`src/rtl/fg_pkg.sv`:
```
package fg_pkg;
  typedef enum logic [1:0] {
    CAUSE_NONE = 2'b00,
    CAUSE_OVER = 2'b01,
    CAUSE_TEMP = 2'b10
  } cause_e;

  localparam int CH_OVER = 0;
  localparam int CH_TEMP = 1;
  localparam int N_CH    = 2;

  // Priority pick: overvoltage dominates when both are present.
  function automatic cause_e pick_cause(input logic over, input logic temp);
    if (over)      return CAUSE_OVER;
    else if (temp) return CAUSE_TEMP;
    else           return CAUSE_NONE;
  endfunction
endpackage

```
`src/rtl/fg_debounce.sv`:
```
module fg_debounce #(
  parameter int STABLE_CYC = 4
) (
  input  logic clk,
  input  logic rst_n,
  input  logic raw,
  output logic filt
);
  localparam int CW = (STABLE_CYC < 2) ? 1 : $clog2(STABLE_CYC + 1);
  localparam logic [CW-1:0] LAST = CW'(STABLE_CYC - 1);

  logic [CW-1:0] cnt;
  logic          differs;
  logic          accept;

  function automatic logic [CW-1:0] bump(input logic [CW-1:0] c);
    return c + CW'(1);
  endfunction

  assign differs = (raw != filt);
  assign accept  = differs && (cnt == LAST);

  always_ff @(posedge clk or negedge rst_n) begin
    if (!rst_n) begin
      cnt  <= '0;
      filt <= 1'b0;
    end else if (accept) begin
      cnt  <= '0;
      filt <= raw;
    end else if (differs) begin
      cnt  <= bump(cnt);
    end else begin
      cnt  <= '0;
    end
  end

  // the filtered value only moves to a level the raw input held at the last edge
  a_r3_follow_raw: assert property (@(posedge clk) disable iff (!rst_n)
    !$stable(filt) |-> ($past(raw) == filt));
  a_r3_cnt_bound: assert property (@(posedge clk) disable iff (!rst_n)
    cnt <= LAST);
endmodule

```
`src/rtl/fg_qualify.sv`:
```
module fg_qualify (
  input  logic clk,
  input  logic rst_n,
  input  logic supply_ok,
  input  logic softstart_act,
  input  logic over_acc,
  input  logic temp_acc,
  output logic bias_en,
  output logic over_q,
  output logic temp_q
);
  always_ff @(posedge clk or negedge rst_n) begin
    if (!rst_n) bias_en <= 1'b0;
    else        bias_en <= supply_ok;
  end

  assign over_q = over_acc;
  assign temp_q = temp_acc && bias_en && !softstart_act;

  // bias source follows the supply flag one edge later
  a_r6_bias_on: assert property (@(posedge clk) disable iff (!rst_n)
    supply_ok |=> bias_en);
  a_r6_bias_off: assert property (@(posedge clk) disable iff (!rst_n)
    !supply_ok |=> !bias_en);
endmodule

```
`src/rtl/fg_latch.sv`:
```
module fg_latch
  import fg_pkg::*;
(
  input  logic   clk,
  input  logic   rst_n,
  input  logic   over_q,
  input  logic   temp_q,
  input  logic   latch_clr,
  output logic   latched_off,
  output cause_e cause
);
  logic   trip;
  cause_e next_cause;

  assign next_cause = pick_cause(over_q, temp_q);
  assign trip       = !latched_off && !latch_clr && (next_cause != CAUSE_NONE);

  always_ff @(posedge clk or negedge rst_n) begin
    if (!rst_n) begin
      latched_off <= 1'b0;
      cause       <= CAUSE_NONE;
    end else if (latch_clr) begin
      latched_off <= 1'b0;
      cause       <= CAUSE_NONE;
    end else if (trip) begin
      latched_off <= 1'b1;
      cause       <= next_cause;
    end
  end

  // latched state persists until cleared
  a_r9_hold: assert property (@(posedge clk) disable iff (!rst_n)
    (latched_off && !latch_clr) |=> latched_off);
  // clear empties the latch one edge later
  a_r9_clear: assert property (@(posedge clk) disable iff (!rst_n)
    latch_clr |=> (!latched_off && cause == CAUSE_NONE));
  // cause frozen while latched
  a_r7_cause_kept: assert property (@(posedge clk) disable iff (!rst_n)
    (latched_off && !latch_clr) |=> $stable(cause));
  // a latched state always carries a real cause
  a_r2_code_valid: assert property (@(posedge clk) disable iff (!rst_n)
    latched_off |-> (cause == CAUSE_OVER || cause == CAUSE_TEMP));
  // overvoltage dominates a simultaneous trip
  a_r8_priority: assert property (@(posedge clk) disable iff (!rst_n)
    (!latched_off && !latch_clr && over_q) |=> (cause == CAUSE_OVER));
endmodule

```
`src/rtl/fault_guard.sv`:
```
module fault_guard
  import fg_pkg::*;
#(
  parameter int STABLE_CYC = 4
) (
  input  logic       clk,
  input  logic       rst_n,
  input  logic       ovp_cmp,
  input  logic       otp_cmp,
  input  logic       supply_ok,
  input  logic       softstart_act,
  input  logic       latch_clr,
  output logic       latched_off,
  output logic [1:0] cause,
  output logic       bias_en
);
  logic [N_CH-1:0] raw_vec;
  logic [N_CH-1:0] acc_vec;
  logic            over_q;
  logic            temp_q;
  cause_e          cause_int;

  assign raw_vec[CH_OVER] = ovp_cmp;
  assign raw_vec[CH_TEMP] = otp_cmp;

  for (genvar g = 0; g < N_CH; g++) begin : g_filt
    fg_debounce #(.STABLE_CYC(STABLE_CYC)) i_deb (
      .clk  (clk),
      .rst_n(rst_n),
      .raw  (raw_vec[g]),
      .filt (acc_vec[g])
    );
  end

  fg_qualify i_qual (
    .clk          (clk),
    .rst_n        (rst_n),
    .supply_ok    (supply_ok),
    .softstart_act(softstart_act),
    .over_acc     (acc_vec[CH_OVER]),
    .temp_acc     (acc_vec[CH_TEMP]),
    .bias_en      (bias_en),
    .over_q       (over_q),
    .temp_q       (temp_q)
  );

  fg_latch i_latch (
    .clk        (clk),
    .rst_n      (rst_n),
    .over_q     (over_q),
    .temp_q     (temp_q),
    .latch_clr  (latch_clr),
    .latched_off(latched_off),
    .cause      (cause_int)
  );

  assign cause = cause_int;

  // temperature fault masked during soft-start
  a_r5_softstart_mask: assert property (@(posedge clk) disable iff (!rst_n)
    (!latched_off && softstart_act && !acc_vec[CH_OVER]) |=> !latched_off);
  // clear input dominates any trip
  a_r10_clear_wins: assert property (@(posedge clk) disable iff (!rst_n)
    latch_clr |=> !latched_off);
endmodule

```
`config.mk`:
```
export PLATFORM = sky130hd
export DESIGN_NAME = fault_guard
export DESIGN_NICKNAME = d
export VERILOG_FILES = /design/src/rtl/fg_pkg.sv /design/src/rtl/fg_debounce.sv /design/src/rtl/fg_qualify.sv /design/src/rtl/fg_latch.sv /design/src/rtl/fault_guard.sv
export SDC_FILE = /design/constraint.sdc
export NUM_CORES = 1
export LEC_CHECK = 0
export BUFFER_PORTS_ARGS = -buffer_cell sky130_fd_sc_hd__buf_2
export CORE_AREA = 8 8 47 49
export CTS_CLUSTER_SIZE = 28
export DETAILED_ROUTE_END_ITERATION = 8
export DIE_AREA = 0 0 55 57
export HOLD_SLACK_MARGIN = 0.05
export PLACE_DENSITY_LB_ADDON = 0.08
export SLEW_MARGIN = 20
export SYNTH_ARGS = -nofsm -noshare
export SYNTH_HDL_FRONTEND = slang
export SYNTH_SLANG_ARGS = --single-unit
```
`constraint.sdc`:
```
create_clock -name clk -period 1.5 [get_ports clk]
set_input_delay 0.225 -clock clk [delete_from_list [all_inputs] [get_ports clk]]
set_output_delay 0.225 -clock clk [all_outputs]
set_load 0.05 [all_outputs]
```
==> results.txt <==
Fin. max-slew vios: 0
CP endpoint kind: flop
GRT Util Overall: 6.871%
Worst-case clock buffer depth: 2
Layout Utilization: 38.81%
Layout area overhead: 22.86%
Final setup violating endpoints: 0
DRC: 0
HPWL after DPL: 742.5 um
Startpoint Class: flop
R2R depth: 3
Netlist cell types: 17
Pint: 0.6686 mW
Placed Cells: 65
Syn avg cell area: 13.10 um^2
Count leader, synth: dfrtp_1
Core ar.: 1577 um^2
Total CTS buffers: 3
Hold EP: i_latch.latched_off
Root buf cell: clkbuf_4
Yosys warns: 0
Clock-pin slew on the worst setup and hold paths: 0.07 ns
Hold path cells: 2
Post-CTS Resized: 0
Post-synth top cells: 12 x dfrtp_1, 4 x ha_1, 4 x inv_1, 4 x nor3_1, 2 x xnor2_1
Clock latency on the worst-skew pair: 0.26 ns
Post-Synthesis Cells: 38
NetSw: 0.3786 mW
Power Density: 1712 nW/um^2
Worst vdd ir: 0.0006309 V
Post-DRT Antenna Nets: 0
Post-synth EDFFs: 0
Worst Clk Skew: 0.0004158 ns
Initial DRC count: 2
Crit path DAT: 1.40 ns
Clk sinks: 12
Seq cells post-synth: 12
Final std cells w/o fill: 70
Sequential-to-total area share from yosys stat: 60.30%
# Max-Cap Violations: 0
Setup TNS: 0 ns
Vias in the first global route: 346
GRT Residual Overflow: 0
Total number of vias: 332
Crit share post-route: 84.14%
Die X: 55 um
Finished Cell Area: 611.8 um^2
I/O pin count: 11
Starting Density: 31.59%
Status: completed
Max H-tree Level: 1
Share of cells above drive strength 1: 26.42%
Vias per cell: 4.743
Area leader, netlist: dfrtp_1
Post-detailed-route wirelength per cell: 12.60 um
Share of power burned in combinational logic: 34.2%
Predominant post-synthesis flop cell: dfrtp_1
First-pass iteration count of the detailed router: 2
Crit Path Max Fanout: 4
First-pass GRT wire length: 1.587 mm
Reg2reg setup slack: 0.24 ns
Placed Area: 569.3 um^2
Hold WC Path Type: input pin to flop
Die height: 57 um
# diodes: 0
Largest cells by area after synthesis: dfrtp_1 60%, ha_1 10%, nor3_1 4.0%
CTS tree: done
IO buf count: 10
Switch share: 36.15%
Row count: 15
Least-Margin Pin Slew: 0.2833 ns
Die area: 3135 um^2
Fin crit period: 1.262 ns
Leakage: 0.3004 nW
Synth Cell Area: 498.0 um^2
Max frequency: 792.3 MHz
Hold_sp: latch_clr
Pre-CTS setup slack: 0.2394 ns
Post-synth ARST share: 100.0%
Post-CTS setup buffer count: 0
Initial antenna violation count: 0
Worst reg2reg path startpoint: g_filt[1].i_deb.cnt[0]
Worst R2R End: g_filt[1].i_deb.filt
Sequential power share: 48.0%
Clock share of power: 17.8%
Final wirelength: 882 um
Fin nets: 66
Final hold violations: 0
Crit Path Category: flop to flop
GPL Wtd Cong: 0.7525
Hold bufs inserted after CTS: 1
PnR worst setup slack: 0.2379 ns
Largest net degree at the start of global routing: 13
RSZ-0062 raised after global routing: no
Req. time, crit path: 1.64 ns
Syn_nets: 49
Synth top area share: 60.30%
Rel. slew slack: 80.98%
-- state kept, by name, indices dropped and copies added, names as in the netlist --
register / count
g_filt.i_deb.cnt: 6
g_filt.i_deb.filt: 2
i_latch.cause: 2
i_latch.latched_off: 1
i_qual.bias_en: 1
-- power groups by stage --
stage / logic (mW) / registers, mW / clock network [mW]
4_1_cts: 0.366 / 0.504 / 0.199
2_1_floorplan: 0.196 / 0.571 / 0
5_1_grt: 0.409 / 0.520 / 0.217
6_report: 0.358 / 0.503 / 0.186
3_3_place_gp: 0.342 / 0.502 / 0
3_5_place_dp: 0.364 / 0.511 / 0
-- cell usage in the layout, fill, tap and decap left out --
cell type,netlist,layout
xnor2_1,2,2
nor3_1,4,4
nor3b_1,1,1
and4bb_1,1,1
buf_2,0,10
nand2_1,1,1
clkbuf_4,0,3
nand2b_1,1,1
ha_1,4,4
a21oi_1,1,1
dlygate4sd3_1,0,2
nand3b_1,1,1
inv_1,4,4
nor3b_2,1,1
o221a_1,1,1
o32ai_1,1,1
dfrtp_1,12,12
nor2_1,1,1
mux2_1,1,1
o21ai_1,1,1
-- worst max path at each step --
stage                                 to  cells after the start                   start
floorplan               i_latch.cause[1]                      2     i_latch.latched_off
global placement    g_filt[1].i_deb.filt                      3  g_filt[1].i_deb.cnt[0]
detailed placement  g_filt[1].i_deb.filt                      3  g_filt[1].i_deb.cnt[0]
CTS                 g_filt[1].i_deb.filt                      3  g_filt[1].i_deb.cnt[0]
global route        g_filt[1].i_deb.filt                      3  g_filt[1].i_deb.cnt[0]
finish              g_filt[1].i_deb.filt                      3  g_filt[1].i_deb.cnt[0]
-- layout make-up --
| cell class | instances | area [um^2] |
|---|---|---|
| Clock buffer | 3 | 22.52 |
| Sequential cell | 12 | 300.3 |
| Timing Repair Buffer | 12 | 70.07 |
| Multi-Input combinational cell | 22 | 182.7 |
| Tap cell | 17 | 21.27 |
| Fill cell | 182 | 964.7 |
| Inverter | 4 | 15.01 |
-- layer usage --
| metal | share of wire, % | vias up | GRT usage, % |
|---|---|---|---|
| met5 | 0 | - | 0 |
| met4 | 0 | 0 | 3.093 |
| met1 | 44 | 163 | 8.589 |
| met3 | 5.2 | 0 | 3.117 |
| li1 | - | 164 | - |
| met2 | 51 | 5 | 9.724 |
-- per-stage QoR --
stage	hold slack [ns]	power, mW
CTS	0.05848	1.070
floorplan	-0.07059	0.7666
global placement	0.1085	0.8440
finish	0.1524	1.047
global route	0.1425	1.146
detailed placement	0.1164	0.8748
-- cells by family after synthesis --
kind of cell               after synthesis  synth area share [%]
AOI/OAI and AO/OA                        4                 6.028
xor gates and xnor gates                 2                 3.518
adders and majority gates                4                 10.05
buffers and inverters                    4                 3.014
DFF                                     12                 60.30
muxes                                    1                 2.261
and+or+nand+nor                         11                 14.82
-- critical path, cell delays in order, from the launching register on --
cell     delay (ns)
dfrtp_1        0.38
ha_1           0.20
ha_1           0.23
mux2_1         0.33
Power figures use the tool's default switching activity.
